### src/rtl/dma_port_pkg.sv
package dma_port_pkg;
  localparam int unsigned SEL_W = 4;
  localparam logic [SEL_W-1:0] CLR_SEL = 4'hC;

  typedef enum logic [1:0] {
    ACC_NONE = 2'd0,
    ACC_REG  = 2'd1,
    ACC_CLR  = 2'd2
  } acc_kind_e;
endpackage

### src/rtl/dma_port_decode.sv
module dma_port_decode
  import dma_port_pkg::*;
#(
  parameter int unsigned ADDR_W    = 16,
  parameter int unsigned NUM_CH    = 4,
  parameter bit          SPACED    = 1'b0,
  parameter int unsigned PORT_BASE = 0,
  localparam int unsigned CH_W     = $clog2(NUM_CH)
) (
  input  logic [ADDR_W-1:0] addr,
  output acc_kind_e         kind,
  output logic [CH_W-1:0]   ch,
  output logic              is_cnt
);
  localparam int unsigned WIN_LSB = SEL_W + (SPACED ? 1 : 0);
  localparam logic [ADDR_W-1:0] BASE_V = ADDR_W'(PORT_BASE);
  localparam logic [SEL_W-1:0] REG_LIMIT = SEL_W'(2 * NUM_CH);

  logic [SEL_W-1:0] sel;
  logic             in_win;

  generate
    if (SPACED) begin : g_spaced
      logic unused_lsb;
      assign unused_lsb = addr[0];
      assign sel = addr[SEL_W:1];
    end else begin : g_packed
      assign sel = addr[SEL_W-1:0];
    end
  endgenerate

  assign in_win = (addr[ADDR_W-1:WIN_LSB] == BASE_V[ADDR_W-1:WIN_LSB]);

  always_comb begin
    kind = ACC_NONE;
    if (in_win) begin
      if (sel < REG_LIMIT) kind = ACC_REG;
      else if (sel == CLR_SEL) kind = ACC_CLR;
    end
  end

  assign ch     = sel[CH_W:1];
  assign is_cnt = sel[0];
endmodule

### src/rtl/dma_byte_ptr.sv
module dma_byte_ptr (
  input  logic clk,
  input  logic rst_n,
  input  logic step,
  input  logic clear,
  output logic hi
);
  always_ff @(posedge clk) begin
    if (!rst_n) hi <= 1'b0;
    else if (clear) hi <= 1'b0;
    else if (step) hi <= ~hi;
  end
endmodule

### src/rtl/dma_chan_regs.sv
module dma_chan_regs #(
  parameter int unsigned DATA_W = 8,
  localparam int unsigned REG_W = 2 * DATA_W
) (
  input  logic              clk,
  input  logic              rst_n,
  input  logic              we_addr,
  input  logic              we_cnt,
  input  logic              hi,
  input  logic [DATA_W-1:0] wdata,
  output logic [REG_W-1:0]  addr_q,
  output logic [REG_W-1:0]  cnt_q
);
  always_ff @(posedge clk) begin
    if (!rst_n) begin
      addr_q <= '0;
      cnt_q  <= '0;
    end else begin
      if (we_addr) begin
        if (hi) addr_q[REG_W-1:DATA_W] <= wdata;
        else    addr_q[DATA_W-1:0]     <= wdata;
      end
      if (we_cnt) begin
        if (hi) cnt_q[REG_W-1:DATA_W] <= wdata;
        else    cnt_q[DATA_W-1:0]     <= wdata;
      end
    end
  end
endmodule

### src/rtl/dma_port_regs.sv
module dma_port_regs
  import dma_port_pkg::*;
#(
  parameter int unsigned ADDR_W    = 16,
  parameter int unsigned DATA_W    = 8,
  parameter int unsigned NUM_CH    = 4,
  parameter bit          SPACED    = 1'b0,
  parameter int unsigned PORT_BASE = 0,
  localparam int unsigned REG_W    = 2 * DATA_W,
  localparam int unsigned CH_W     = $clog2(NUM_CH),
  localparam int unsigned VEC_W    = NUM_CH * REG_W
) (
  input  logic              clk,
  input  logic              rst_n,
  input  logic              bus_valid,
  output logic              bus_ready,
  input  logic              bus_write,
  input  logic [ADDR_W-1:0] bus_addr,
  input  logic [DATA_W-1:0] bus_wdata,
  output logic              rsp_valid,
  input  logic              rsp_ready,
  output logic [DATA_W-1:0] rsp_data,
  output logic [VEC_W-1:0]  chan_addr,
  output logic [VEC_W-1:0]  chan_count
);
  acc_kind_e       kind;
  logic [CH_W-1:0] ch;
  logic            is_cnt;
  logic            accept;
  logic            reg_hit;
  logic            clr_hit;
  logic            ptr_hi;
  logic [REG_W-1:0] rd_reg;
  logic [DATA_W-1:0] rd_byte;
  logic [NUM_CH-1:0][REG_W-1:0] addr_arr;
  logic [NUM_CH-1:0][REG_W-1:0] cnt_arr;

  dma_port_decode #(
    .ADDR_W(ADDR_W), .NUM_CH(NUM_CH), .SPACED(SPACED), .PORT_BASE(PORT_BASE)
  ) u_decode (
    .addr(bus_addr), .kind(kind), .ch(ch), .is_cnt(is_cnt)
  );

  // A pending response that cannot leave blocks new requests.
  assign bus_ready = ~(rsp_valid & ~rsp_ready);
  assign accept    = bus_valid & bus_ready;
  assign reg_hit   = accept & (kind == ACC_REG);
  assign clr_hit   = accept & bus_write & (kind == ACC_CLR);

  dma_byte_ptr u_ptr (
    .clk(clk), .rst_n(rst_n), .step(reg_hit), .clear(clr_hit), .hi(ptr_hi)
  );

  generate
    for (genvar g = 0; g < NUM_CH; g++) begin : g_chan
      logic sel_me;
      assign sel_me = reg_hit & bus_write & (ch == CH_W'(g));
      dma_chan_regs #(.DATA_W(DATA_W)) u_regs (
        .clk(clk), .rst_n(rst_n),
        .we_addr(sel_me & ~is_cnt), .we_cnt(sel_me & is_cnt),
        .hi(ptr_hi), .wdata(bus_wdata),
        .addr_q(addr_arr[g]), .cnt_q(cnt_arr[g])
      );
    end
  endgenerate

  assign chan_addr  = addr_arr;
  assign chan_count = cnt_arr;

  always_comb begin
    rd_reg  = is_cnt ? cnt_arr[ch] : addr_arr[ch];
    rd_byte = '0;
    if (kind == ACC_REG) rd_byte = ptr_hi ? rd_reg[REG_W-1:DATA_W] : rd_reg[DATA_W-1:0];
  end

  always_ff @(posedge clk) begin
    if (!rst_n) begin
      rsp_valid <= 1'b0;
      rsp_data  <= '0;
    end else if (accept && !bus_write) begin
      rsp_valid <= 1'b1;
      rsp_data  <= rd_byte;
    end else if (rsp_ready) begin
      rsp_valid <= 1'b0;
    end
  end
endmodule

### config.mk
export PLATFORM = sky130hd
export DESIGN_NAME = dma_port_regs
export DESIGN_NICKNAME = d
export VERILOG_FILES = /design/src/rtl/dma_port_pkg.sv /design/src/rtl/dma_port_decode.sv /design/src/rtl/dma_byte_ptr.sv /design/src/rtl/dma_chan_regs.sv /design/src/rtl/dma_port_regs.sv
export SDC_FILE = /design/constraint.sdc
export NUM_CORES = 1
export LEC_CHECK = 0
export ABC_AREA = 1
export BUFFER_PORTS_ARGS = -buffer_cell sky130_fd_sc_hd__buf_4
export CORE_ASPECT_RATIO = 0.5
export CORE_MARGIN = 2
export CORE_UTILIZATION = 50
export CTS_CLUSTER_SIZE = 14
export DETAILED_ROUTE_END_ITERATION = 10
export PLACE_DENSITY = 0.79
export REMOVE_ABC_BUFFERS = 1
export SETUP_SLACK_MARGIN = 0.2
export SLEW_MARGIN = 40
export SYNTH_ARGS = -nofsm -noshare
export SYNTH_HDL_FRONTEND = slang
export SYNTH_HIERARCHICAL = 1
export SYNTH_SLANG_ARGS = --single-unit
### constraint.sdc
create_clock -name clk -period 2.5 [get_ports clk]
set_input_delay 0.375 -clock clk [delete_from_list [all_inputs] [get_ports clk]]
set_output_delay 0.375 -clock clk [all_outputs]
set_load 0.02 [all_outputs]
-- Word level (Yosys, flattened, before mapping)
Cells that the tools add are included.
- eq/ne operators: 6
- bitwise gates (word level): 23
- magnitude comparators: 2
- muxes and demuxes: 12
- reduce and logical (&&, ||, !) cells: 22
- operators with widths (operator ; count):
    binary-select mux 16 bit (select 2 bit) ; 2
    2-to-1 mux 16 bit ; 3
    AND reduction 2 bit ; 16
    AND 1 bit ; 18
    2-to-1 mux 8 bit ; 2
    zero test 12 bit ; 1
    == test 2 bit (second input constant) ; 3
    2-to-1 mux 2 bit ; 3
    NOT 1 bit ; 5
    == test 2 x 1 -> 1 bit (second input constant) ; 2
    == test 4 bit (second input constant) ; 1
    < comparator 4 bit (second input constant) ; 1
    < comparator 2 x 3 -> 1 bit (second input constant) ; 1
    zero test 2 bit ; 1
    2-to-1 mux 1 bit ; 2
    nonzero test 2 bit ; 1
    OR reduction 2 bit ; 1
    logical AND 1 bit ; 1
    zero test 1 bit ; 1
- input port bits: 29
- word-level logic and storage cells: 84
- output and inout bits: 138
- bits in registers: 138

-- Logic depth before layout (Yosys ltp)
Gate-level depths: netlist (run 1).
- depth after elaboration: 10
- gate-level depth with buffers: 15

-- Cells and area by module
The synthesis (run 1) kept the hierarchy.
- modules (own cells, without submodules) (module ; times used ; area an instance (um^2) ; cells each ; seq. area each (um^2)):
    dma_chan_regs ; 4 ; 1336.3 ; 169 ; 640.6
    dma_port_regs ; 1 ; 1818.0 ; 404 ; 180.2
    dma_port_decode ; 1 ; 82.6 ; 18 ; 0.0
    dma_byte_ptr ; 1 ; 52.6 ; 9 ; 20.0

-- Least setup slack after synthesis (run 1)
Ideal clock, no wire load.
- path type: input -> register
- from: input bus_addr[13]
- to: register g_chan[3].u_regs.addr_q[0]
- data arrival time: 1.875 ns
- data required time: 2.387 ns
- path buffers: 2
- stages on the path: 14
- library setup time: 0.113 ns
- setup slack: 0.512 ns
- cells stage by stage: nor2_1 -> nand2_1 -> nor2_1 -> nand2_1 -> nor2_1 -> nand2_1 -> nor3_1 -> nand3_1 -> nor2_1 -> buf_6 -> clkbuf_8 -> nand3_1 -> nand2_1 -> nor2_1
- longest elaborated chain between the ends: 8
- ends and longest elaborated chain (what ; line ; source):
    from (decl) ; dma_port_regs.sv:18 ; input logic [ADDR_W-1:0] bus_addr,
    zero test 12 bit ; dma_port_decode.sv:32 ; assign in_win = (addr[ADDR_W-1:WIN_LSB] == BASE_V[ADDR_W-1:WIN_LSB]);
    2-to-1 mux 2 bit ; dma_port_decode.sv:36 ; if (in_win) begin
    named net kind[0] ; dma_port_regs.sv:26 ; acc_kind_e kind;
    == test 2 x 1 -> 1 bit ; dma_port_regs.sv:47 ; assign reg_hit = accept & (kind == ACC_REG);
    AND 1 bit ; dma_port_regs.sv:47 ;
    AND 1 bit (2 in a row) ; dma_port_regs.sv:57 ; assign sel_me = reg_hit & bus_write & (ch == CH_W'(g));
    AND 1 bit ; dma_port_regs.sv:60 ; .we_addr(sel_me & ~is_cnt), .we_cnt(sel_me & is_cnt),
    AND reduction 2 bit (no line) ; -- ;
    to (signal, indexed assignment) ; dma_chan_regs.sv:20 ; if (hi) addr_q[REG_W-1:DATA_W] <= wdata;
    to (signal, indexed assignment) ; dma_chan_regs.sv:21 ; else addr_q[DATA_W-1:0] <= wdata;
    to (decl) ; dma_chan_regs.sv:11 ; output logic [REG_W-1:0] addr_q,
The timed path passes the listed nets, and every way through them passes these cells.
A chain may end at the register's enable or synchronous reset.

-- Worst setup path in the final report (run 1)
- from: input bus_addr[13]
- to: register g_chan[3].u_regs.addr_q[12]
Same word-level chain as after synthesis.

==> results_dict.tcl, run 1 <==
set metrics [dict create \
    ios 167 \
    cp_max_fo 17 \
    maxSlewViolCount 0 \
    powerDensity_nw_per_um2 575 \
    place_ws_ns 0.0668 \
    startpoint "bus_addr[13]" \
    worstReg2RegStart "rsp_valid" \
    fin_area_um2 9020 \
    synthCells 1107 \
    setup_tns_ns 0 \
    drc 0 \
    hpwlAfterDp_mm 16.5 \
    yosysSeqAreaShare 0.379 \
    areaGrowthSynthToFinish_pct 23.6 \
    final_cell_mix "nand2_1, nor2_1, buf_4, dfxtp_1, nand3_1" \
    postCtsSetupBuffers 0 \
    cts_made_buffers 17 \
    grt_pass1_vias 6792 \
    finalNonFillerCells 1457 \
    r2r_cells 12 \
    synth.top_cell.area_share 0.379 \
    fin_nets 1276 \
    ys_types 23 \
    synthSimpleGateAreaFrac 0.410 \
    cts_tree "yes" \
    power_leakage_nw 4.22 \
    synth_xor_area_frac 0 \
    die_y_um 89.4 \
    portBuffers 166 \
    maxSlewHeadroom 0.544 \
    path_buf_inv 3 \
    setup_viol 0 \
    place_area_um2 8400 \
    clk_pin_slew_ns 0.06 \
    final_common_cell "nand2_1" \
    placed_cells 1426 \
    grt.total_usage 0.307 \
    hold_class "primary input to register" \
    yosys-mux-area-fraction 0 \
    viasPerCell 5.33 \
    synth_compound_area_frac 0.0933 \
    min_period_ns 2.06 \
    cp_common_cell "nor2_1" \
    grt_max_degree 63 \
    yosys.area_share.adder 0 \
    skew_ns 0.00949 \
    h-tree-depth 4 \
    syn_avg_cell_area_um2 6.59 \
    critical_path_class "primary input to register" \
    hold_viol_final 0 \
    insertedDiodeCount 0 \
    worst_slack_ns 0.444 \
    cts_sinks 138 \
    grt_overflow 0 \
    worstSkewPairLatency_ns 0.42 \
    cts-resized-gates 0 \
    path_cells "buf_4, nor2_1, nand2_1, nor2_1, nand2_1, nor2_1, nand2_1, nor3_1, buf_4, nand3_1, nor2_1, buf_12, nand2_4, o21ai_0, nor2_1" \
    hold_buffers 0 \
    synth_top_family_by_area "simple AND/OR/NAND/NOR gates" \
    start_util 0.509 \
    yosysTopAreaCell "dfxtp_1" \
    dieArea_um2 15600 \
    core_um2 14400 \
    reg2reg_to "g_chan[3].u_regs/addr_q[12]" \
    synth.yosys.warnings 6 \
    drt_first_pass_iters 5 \
    status "complete, no violations" \
    num-fill-cells 1328 \
    rsz0062_at_grt "no" \
    worstPathArrival_ns 2.37 \
    fmax_ghz 0.486 \
    finalWeightedCongestion 0.916 \
    cp-end-kind "register" \
    fin_crit_sh 0.823 \
    drive_gt1_frac 0.205 \
    tightest_slew_ns 0.684 \
    peakVddDrop_mv 0.460 \
    r2r_slack_ns 0.58 \
    row_count 31 \
    max-clock-path-buffers 2 \
    startpoint_type "primary input" \
    die_x_um 175 \
    crit_path_top_delay_cell "nor2_1" \
    synth.area.top_cells "dfxtp_1, nand2_1, nor2_1" \
    crit_path_end "g_chan[3].u_regs/addr_q[12]" \
    vias 7767 \
    crit_required_ns 2.81 \
    cp_top_family "simple AND/OR/NAND/NOR gates" \
    synth_area_um2 7300 \
    grt_pass1_wl_mm 36.9 \
    ys_ff_latch 138 \
    wl_per_cell_um 16.8 \
    antenna_found_initial 0 \
    clockRootBuffer "clkbuf_16" \
    drt-total-wl_mm 24.4 \
    postRouteAntennaNets 0 \
    drv_cap 0 \
    drt_iter0_drc 977 \
    worst_path_largest_cell_delay_ns 0.32 \
    cp.depth 15 \
]
==> kinds of logic (layout without fill, tap and decap cells) <==
logic type / count (synthesis) / count (layout)
buffers and inverters: 127 / 279
AOI/OAI and AO/OA: 136 / 136
and+or+nand+nor: 706 / 706
DFF: 138 / 138
==> layout make-up <==
class	count	area (um2)	share of cell area
well taps	198	248	0.0275
multi-input cells	842	3670	0.407
inverters	58	223	0.0247
clock inverters	11	170	0.0189
repair buffers	190	1490	0.165
flip-flops and latches	138	2770	0.307
clock buffers	20	457	0.0506
==> flip-flops by register name (all words and copies together) (netlist names) <==
signal,flops
rsp_valid,1
u_ptr/hi,1
rsp_data,8
g_chan.u_regs/cnt_q,64
g_chan.u_regs/addr_q,64
==> where the power goes <==
group | switching [mW] | internal (mW)
Clock | 0.971 | 1.72
Sequential | 0.000554 | 2.20
Combinational | 0.211 | 0.0889
==> per-layer routing <==
| metal | track usage | up-vias | wire length [um] |
|---|---|---|---|
| met5 | 0 | - | 0 |
| met4 | 0.0924 | 0 | 430 |
| met3 | 0.0557 | 44 | 2370 |
| met2 | 0.484 | 368 | 10900 |
| met1 | 0.432 | 3577 | 10700 |
| li1 | - | 3778 | - |
==> Yosys cell counts (all sizes together) <==
cell / number
dfxtp: 138
nor2: 223
clkinv: 1
buf: 46
nand3: 118
and2: 1
inv: 57
nor3: 1
nor4: 1
o21ai: 64
clkbuf: 23
nand2: 362
a21oi: 72
==> per-stage QoR <==
stage	total power, mW	utilization	hold WS (ns)
2_1_floorplan	2.37	-	0.473
4_1_cts	5.20	0.629	0.311
5_1_grt	5.32	0.629	0.370
6_report	5.19	0.629	0.330
3_3_place_gp	2.53	0.585	0.460
3_5_place_dp	2.53	0.585	0.458
==> worst min-delay path, cell delays in order <==
cell and delay [ns]:
buf_4 0.08, nor2_1 0.04, inv_2 0.07, nand2_1 0.05, nand2_1 0.05, inv_1 0.03
==> worst min-delay path by stage <==
stage / start / to / slack [ns] / depth (start not counted)
floorplan: rst_n / rsp_valid / 0.47 / 2
global placement: rsp_data[7] / rsp_data[7] / 0.46 / 2
detailed placement: rsp_data[7] / rsp_data[7] / 0.46 / 2
CTS: rsp_ready / rsp_valid / 0.31 / 6
global route: rsp_ready / rsp_valid / 0.37 / 6
finish: rsp_ready / rsp_valid / 0.33 / 6
Note: power is estimated with default switching activity, not from simulation.
==> run 2: changes to the inputs <==
--- a/config.mk
+++ b/config.mk
@@ -5,14 +5,14 @@
 export SDC_FILE = /design/constraint.sdc
 export NUM_CORES = 1
 export LEC_CHECK = 0
-export ABC_AREA = 1
+export ABC_AREA = 0
 export BUFFER_PORTS_ARGS = -buffer_cell sky130_fd_sc_hd__buf_4
 export CORE_ASPECT_RATIO = 0.5
 export CORE_MARGIN = 2
-export CORE_UTILIZATION = 50
+export CORE_UTILIZATION = 48
 export CTS_CLUSTER_SIZE = 14
 export DETAILED_ROUTE_END_ITERATION = 10
-export PLACE_DENSITY = 0.79
+export PLACE_DENSITY = 0.8
 export REMOVE_ABC_BUFFERS = 1
 export SETUP_SLACK_MARGIN = 0.2
 export SLEW_MARGIN = 40
==> constraint.sdc (replaced) <==
create_clock -name clk -period 1.8 [get_ports clk]
set_input_delay 0.27 -clock clk [delete_from_list [all_inputs] [get_ports clk]]
set_output_delay 0.27 -clock clk [all_outputs]
set_load 0.02 [all_outputs]
==> results_dict.tcl, run 2 <==
set metrics [dict create \
    status "complete, but fails checks" \
    violations "setup timing" \
    synth_most_common_cell "nand2_1" \
    die_x_um 168 \
    grt.total_usage 0.318 \
    fin_crit_sh 1.24 \
    hold_path_end "rsp_valid" \
    cts_made_buffers 17 \
    final_common_cell "buf_4" \
    worstSkewPairLatency_ns 0.42 \
    cts_sinks 138 \
    async_reset_ff_frac 0 \
    r2r_slack_ns 0.16 \
    dieArea_um2 14400 \
    portBuffers 166 \
    vias 6327 \
    hold_viol_final 0 \
    grt_pass1_vias 6420 \
    skew_ns 0.00624 \
    cp_top_family "simple AND/OR/NAND/NOR gates" \
    start_util 0.501 \
    drc 0 \
    yosysSeqAreaShare 0.428 \
    min_period_ns 2.23 \
    peakVddDrop_mv 0.551 \
    drive_gt1_frac 0.362 \
    core_um2 12900 \
    maxSlewHeadroom 0.534 \
    insertedDiodeCount 0 \
    viasPerCell 6.09 \
    synthFlopType "dfxtp_1" \
    drt_iter0_drc 756 \
    setup_tns_ns -43.83 \
    areaGrowthSynthToFinish_pct 43.3 \
    final_cell_mix "buf_4, nand2_1, mux2i_1, dfxtp_1, buf_6" \
    path_cells "buf_6, or4_4, nor4_4, nor2b_4, and3_4, nand3_4, nor3_4, nand2_4, mux2i_1" \
    hpwlAfterDp_mm 15.2 \
    cp_max_fo 8 \
    postRouteAntennaNets 0 \
    syn_avg_cell_area_um2 9.86 \
    antenna_found_initial 0 \
    row_count 29 \
    grt_pass1_wl_mm 35.2 \
    placed_cells 1003 \
    num-fill-cells 828 \
    setup_viol 137 \
    hold_path_depth 3 \
    cp-end-kind "register" \
    clockRootBuffer "clkbuf_16" \
    maxSlewViolCount 0 \
    synth.yosys.warnings 6 \
    tightest_slew_ns 0.700 \
    power_leakage_nw 4.89 \
    finalNonFillerCells 1039 \
    worst_slack_ns -0.428 \
    wl_per_cell_um 22.6 \
    fin_util 0.717 \
    synthCells 654 \
    top_regs "g_chan.u_regs/addr_q x64, g_chan.u_regs/cnt_q x64, rsp_data x8" \
    synth_area_um2 6450 \
    p_total_mw 7.37 \
    clk_pin_slew_ns 0.06 \
    synth_common_cells "nand2_1, mux2i_1, dfxtp_1, buf_2, a21oi_1" \
    worst_path_largest_cell_delay_ns 0.55 \
    h-tree-depth 4 \
    rsz0062_at_grt "yes" \
    worstReg2RegStart "rsp_valid" \
    critical_path_class "primary input to register" \
    synth.top_cell.area_share 0.428 \
    yosysTopAreaCell "dfxtp_1" \
    powerDensity_nw_per_um2 797 \
    hold_class "primary input to register" \
    worstPathArrival_ns 2.54 \
    die_y_um 86.0 \
    fin_nets 885 \
    finalWeightedCongestion 0.850 \
    ys_types 45 \
    grt_max_degree 155 \
    crit_required_ns 2.11 \
    max-clock-path-buffers 2 \
    grt_overflow 0 \
    synth_edf_count 0 \
    startpoint_type "primary input" \
    hp-start "bus_valid" \
    drv_cap 0 \
    synth.area.top_cells "dfxtp_1, mux2i_1, nand2_1" \
    ios 167 \
    r2r_cells 6 \
    ys_ff_latch 138 \
    drt-total-wl_mm 23.4 \
    holdWs_ns 0.168 \
    fmax_ghz 0.449 \
    reg2reg_to "g_chan[0].u_regs/cnt_q[12]" \
    path_buf_inv 1 \
    crit_path_top_delay_cell "or4_4" \
    cts_tree "yes" \
    drt_first_pass_iters 5 \
]
[run 2: changes by cell type after synthesis, moves of 11 or more]
cell / delta
a21oi_1: -51
buf_4: -11
buf_2: +16
clkbuf_1: -11
o22ai_1: +13
nand2b_1: +12
nand3_2: -12
nand3_1: -104
nor2_1: -203
o21ai_0: -64
mux2i_1: +156
clkbuf_8: -12
inv_1: -50
nand2_1: -182
[run 2: layout make-up]
cell class | instances | area, um2 | area share
tap | 170 | 213 | 0.0230
clock buffer | 22 | 494 | 0.0535
clock inverter | 10 | 163 | 0.0176
inverter | 2 | 7.51 | 0.000812
sequential | 138 | 2760 | 0.299
timing repair buffer | 228 | 1970 | 0.213
multi-input combinational | 469 | 3630 | 0.393
[run 2: metal layers]
| layer | share of wire | global-route usage |
|---|---|---|
| met1 | 0.40 | 0.397 |
| met4 | 0.041 | 0.158 |
| met3 | 0.085 | 0.0577 |
| met5 | 0 | 0 |
| met2 | 0.48 | 0.538 |
[run 2: cell families (layout without fill, tap and decap cells)]
kind of cell,Yosys count,after routing,share of synthesized area
XOR/XNOR,1,1,0.00136
buffers and inverters,47,262,0.0508
AND/OR/NAND/NOR,233,233,0.163
AO/OA/AOI/OAI,63,63,0.0664
flip-flops,138,138,0.428
multiplexers,172,172,0.290
[run 2: power breakdown]
group	switching (mW)	total, mW	leakage (nW)	internal (mW)
registers	0.000638	3.06	1.11	3.06
clock network	1.35	3.85	0.318	2.50
logic	0.294	0.457	3.46	0.163
[run 2: worst min-delay path: stages]
cell,delay (ns)
buf_4,0.13
nand2b_1,0.06
a21boi_0,0.07
[run 2: worst max-delay path by stage]
stage,to,cells past startpoint,slack [ns],startpoint
5_1_grt,g_chan[0].u_regs/cnt_q[12],9,-0.49,bus_addr[6]
2_1_floorplan,g_chan[0].u_regs/addr_q[0],8,-0.70,bus_addr[15]
3_3_place_gp,g_chan[2].u_regs/cnt_q[4],10,-0.88,bus_addr[15]
3_5_place_dp,g_chan[0].u_regs/addr_q[10],9,-0.93,bus_addr[15]
4_1_cts,g_chan[0].u_regs/cnt_q[2],10,-0.32,bus_addr[6]
6_report,g_chan[0].u_regs/cnt_q[12],9,-0.43,bus_addr[6]
[run 2: timing repair]
item,CTS,global route
setup endpoints to repair,137,137
hold endpoints to repair,0,0
pin swaps,14,8
buffers inserted,3,1
gates resized for setup,53,20
hold buffers,0,0
cloned,0,0
[run 2: stage by stage]
stage / setup WS, ns / area [um2]
floorplan: -0.705 / 6130
global placement: -0.875 / 8180
detailed placement: -0.934 / 8180
CTS: -0.316 / 9140
global route: -0.492 / 9240
finish: -0.428 / 9240
==> run 3: changes to the inputs <==
--- a/config.mk
+++ b/config.mk
@@ -7,11 +7,11 @@
 export LEC_CHECK = 0
 export ABC_AREA = 0
 export BUFFER_PORTS_ARGS = -buffer_cell sky130_fd_sc_hd__buf_4
-export CORE_ASPECT_RATIO = 0.5
 export CORE_MARGIN = 2
 export CORE_UTILIZATION = 48
 export CTS_CLUSTER_SIZE = 14
 export DETAILED_ROUTE_END_ITERATION = 10
+export HOLD_SLACK_MARGIN = 0.02
 export PLACE_DENSITY = 0.8
 export REMOVE_ABC_BUFFERS = 1
 export SETUP_SLACK_MARGIN = 0.2
==> results_dict.tcl, run 3 (synthesis gave the netlist of run 2 again) <==
set metrics [dict create \
    worst_slack_ns -0.343 \
    cts_sinks 138 \
    cts_made_buffers 17 \
    portBuffers 166 \
    core_um2 13200 \
    worstSkewPairLatency_ns 0.43 \
    wl_per_cell_um 20.4 \
    setup_viol 136 \
    grt_overflow 0 \
    row_count 42 \
    cp-end-kind "register" \
    vias 5988 \
    placed_cells 1006 \
    crit_path_top_delay_cell "or4_4" \
    fin_crit_sh 1.19 \
    setup_tns_ns -38.19 \
    status "complete, but fails checks" \
    final_cell_mix "buf_4, nand2_1, mux2i_1, dfxtp_1, buf_6" \
    rsz0062_at_grt "yes" \
    h-tree-depth 4 \
    maxSlewHeadroom 0.615 \
    path_cells "buf_6, or4_4, nor4_4, nor2b_4, and3_4, nand3_4, nor2_2, nand2_2, buf_4, mux2i_1" \
    fin_area_um2 9120 \
    tightest_slew_ns 0.578 \
    fin_nets 886 \
    top_regs "g_chan.u_regs/addr_q x64, g_chan.u_regs/cnt_q x64, rsp_data x8" \
    cts_tree "yes" \
    maxSlewViolCount 0 \
    place_area_um2 8120 \
    hold_class "primary input to register" \
    drive_gt1_frac 0.356 \
    finalWeightedCongestion 0.914 \
    drv_cap 0 \
    multi_input_area_um2 3580 \
    dieArea_um2 14400 \
    cp_max_fo 4 \
    worst_path_largest_cell_delay_ns 0.56 \
    viasPerCell 5.72 \
    fin_util 0.691 \
    die_x_um 120 \
    drt_iter0_drc 531 \
    grt_pass1_wl_mm 31.9 \
    powerDensity_nw_per_um2 790 \
    grt_pass1_vias 5718 \
    hold_viol_final 0 \
    skew_ns 0.00557 \
    grt.total_usage 0.293 \
    die_y_um 120 \
    num-fill-cells 959 \
    drc 0 \
    hpwlAfterDp_mm 14.6 \
    drt_first_pass_iters 5 \
    seq_area_um2 2760 \
    ios 167 \
    insertedDiodeCount 0 \
    max-clock-path-buffers 2 \
    p_total_mw 7.20 \
    power_leakage_nw 4.74 \
    drt-total-wl_mm 21.4 \
    worstPathArrival_ns 2.45 \
    startpoint_type "primary input" \
    min_period_ns 2.14 \
    antenna_found_initial 0 \
    final_common_cell "buf_4" \
    postRouteAntennaNets 0 \
    violations "setup timing" \
    clk_pin_slew_ns 0.06 \
    grt_max_degree 135 \
    critical_path_class "primary input to register" \
    clockRootBuffer "clkbuf_16" \
    crit_required_ns 2.11 \
    peakVddDrop_mv 0.503 \
    fmax_ghz 0.467 \
    start_util 0.489 \
    finalNonFillerCells 1046 \
    areaGrowthSynthToFinish_pct 41.4 \
]
-- run 3: cell types whose count changed in the layout (fill, tap and decap cells not counted), moves of 4 or more --
cell      change
buf_12        -5
buf_4         +4
clkbuf_8      -5
nand2_2       +4
nand2_4       -6
-- run 3: path summary, 6_finish.rpt --
kind	from	to	slack (ns)	depth (start not counted)
max reg2reg	rsp_valid	g_chan[3].u_regs/cnt_q[15]	0.25	7
max	bus_addr[6]	g_chan[3].u_regs/cnt_q[15]	-0.34	10
min	bus_valid	rsp_valid	0.15	3
min reg2reg	g_chan[2].u_regs/cnt_q[3]	g_chan[2].u_regs/cnt_q[3]	0.47	2
-- run 3: what timing repair did --
action                     4_1_cts  5_1_grt
pin swaps                       10        9
setup endpoints to repair      137      137
gates resized for setup         45       20
setup buffers                    3        5
hold buffers                     0        0
-- run 3: power by group --
group          leakage, nW  total [mW]  switching [mW]  internal [mW]
registers             1.11        3.06        0.000613           3.06
logic                 3.34       0.433           0.273          0.160
clock network        0.292        3.71            1.39           2.32
total                 4.74        7.20            1.67           5.53
-- run 3: area by class of cell --
type / count / share of cell area
multi-input combinational: 469 / 0.392
clock buffer: 17 / 0.0467
clock inverter: 15 / 0.0218
tap: 176 / 0.0242
inverter: 2 / 0.000823
sequential: 138 / 0.303
timing repair buffer: 229 / 0.211
-- run 3: stage by stage --
stage,setup slack (ns),hold WS [ns]
after floorplan,-0.705,0.421
after global placement,-0.815,0.462
after detailed placement,-0.846,0.469
after CTS,-0.250,0.144
after global routing,-0.399,0.176
final,-0.343,0.151
-- run 3: critical path: cells and delay by family --
kind	cells	cell delay, ns
and+or+nand+nor	7	1.76
buffers and inverters	2	0.28
muxes	1	0.13
-- run 3: metal layers --
layer | wire length [um] | global-route usage
met5 | 0 | 0
met4 | 675 | 0.128
met3 | 2110 | 0.0713
met2 | 10100 | 0.468
met1 | 8510 | 0.378
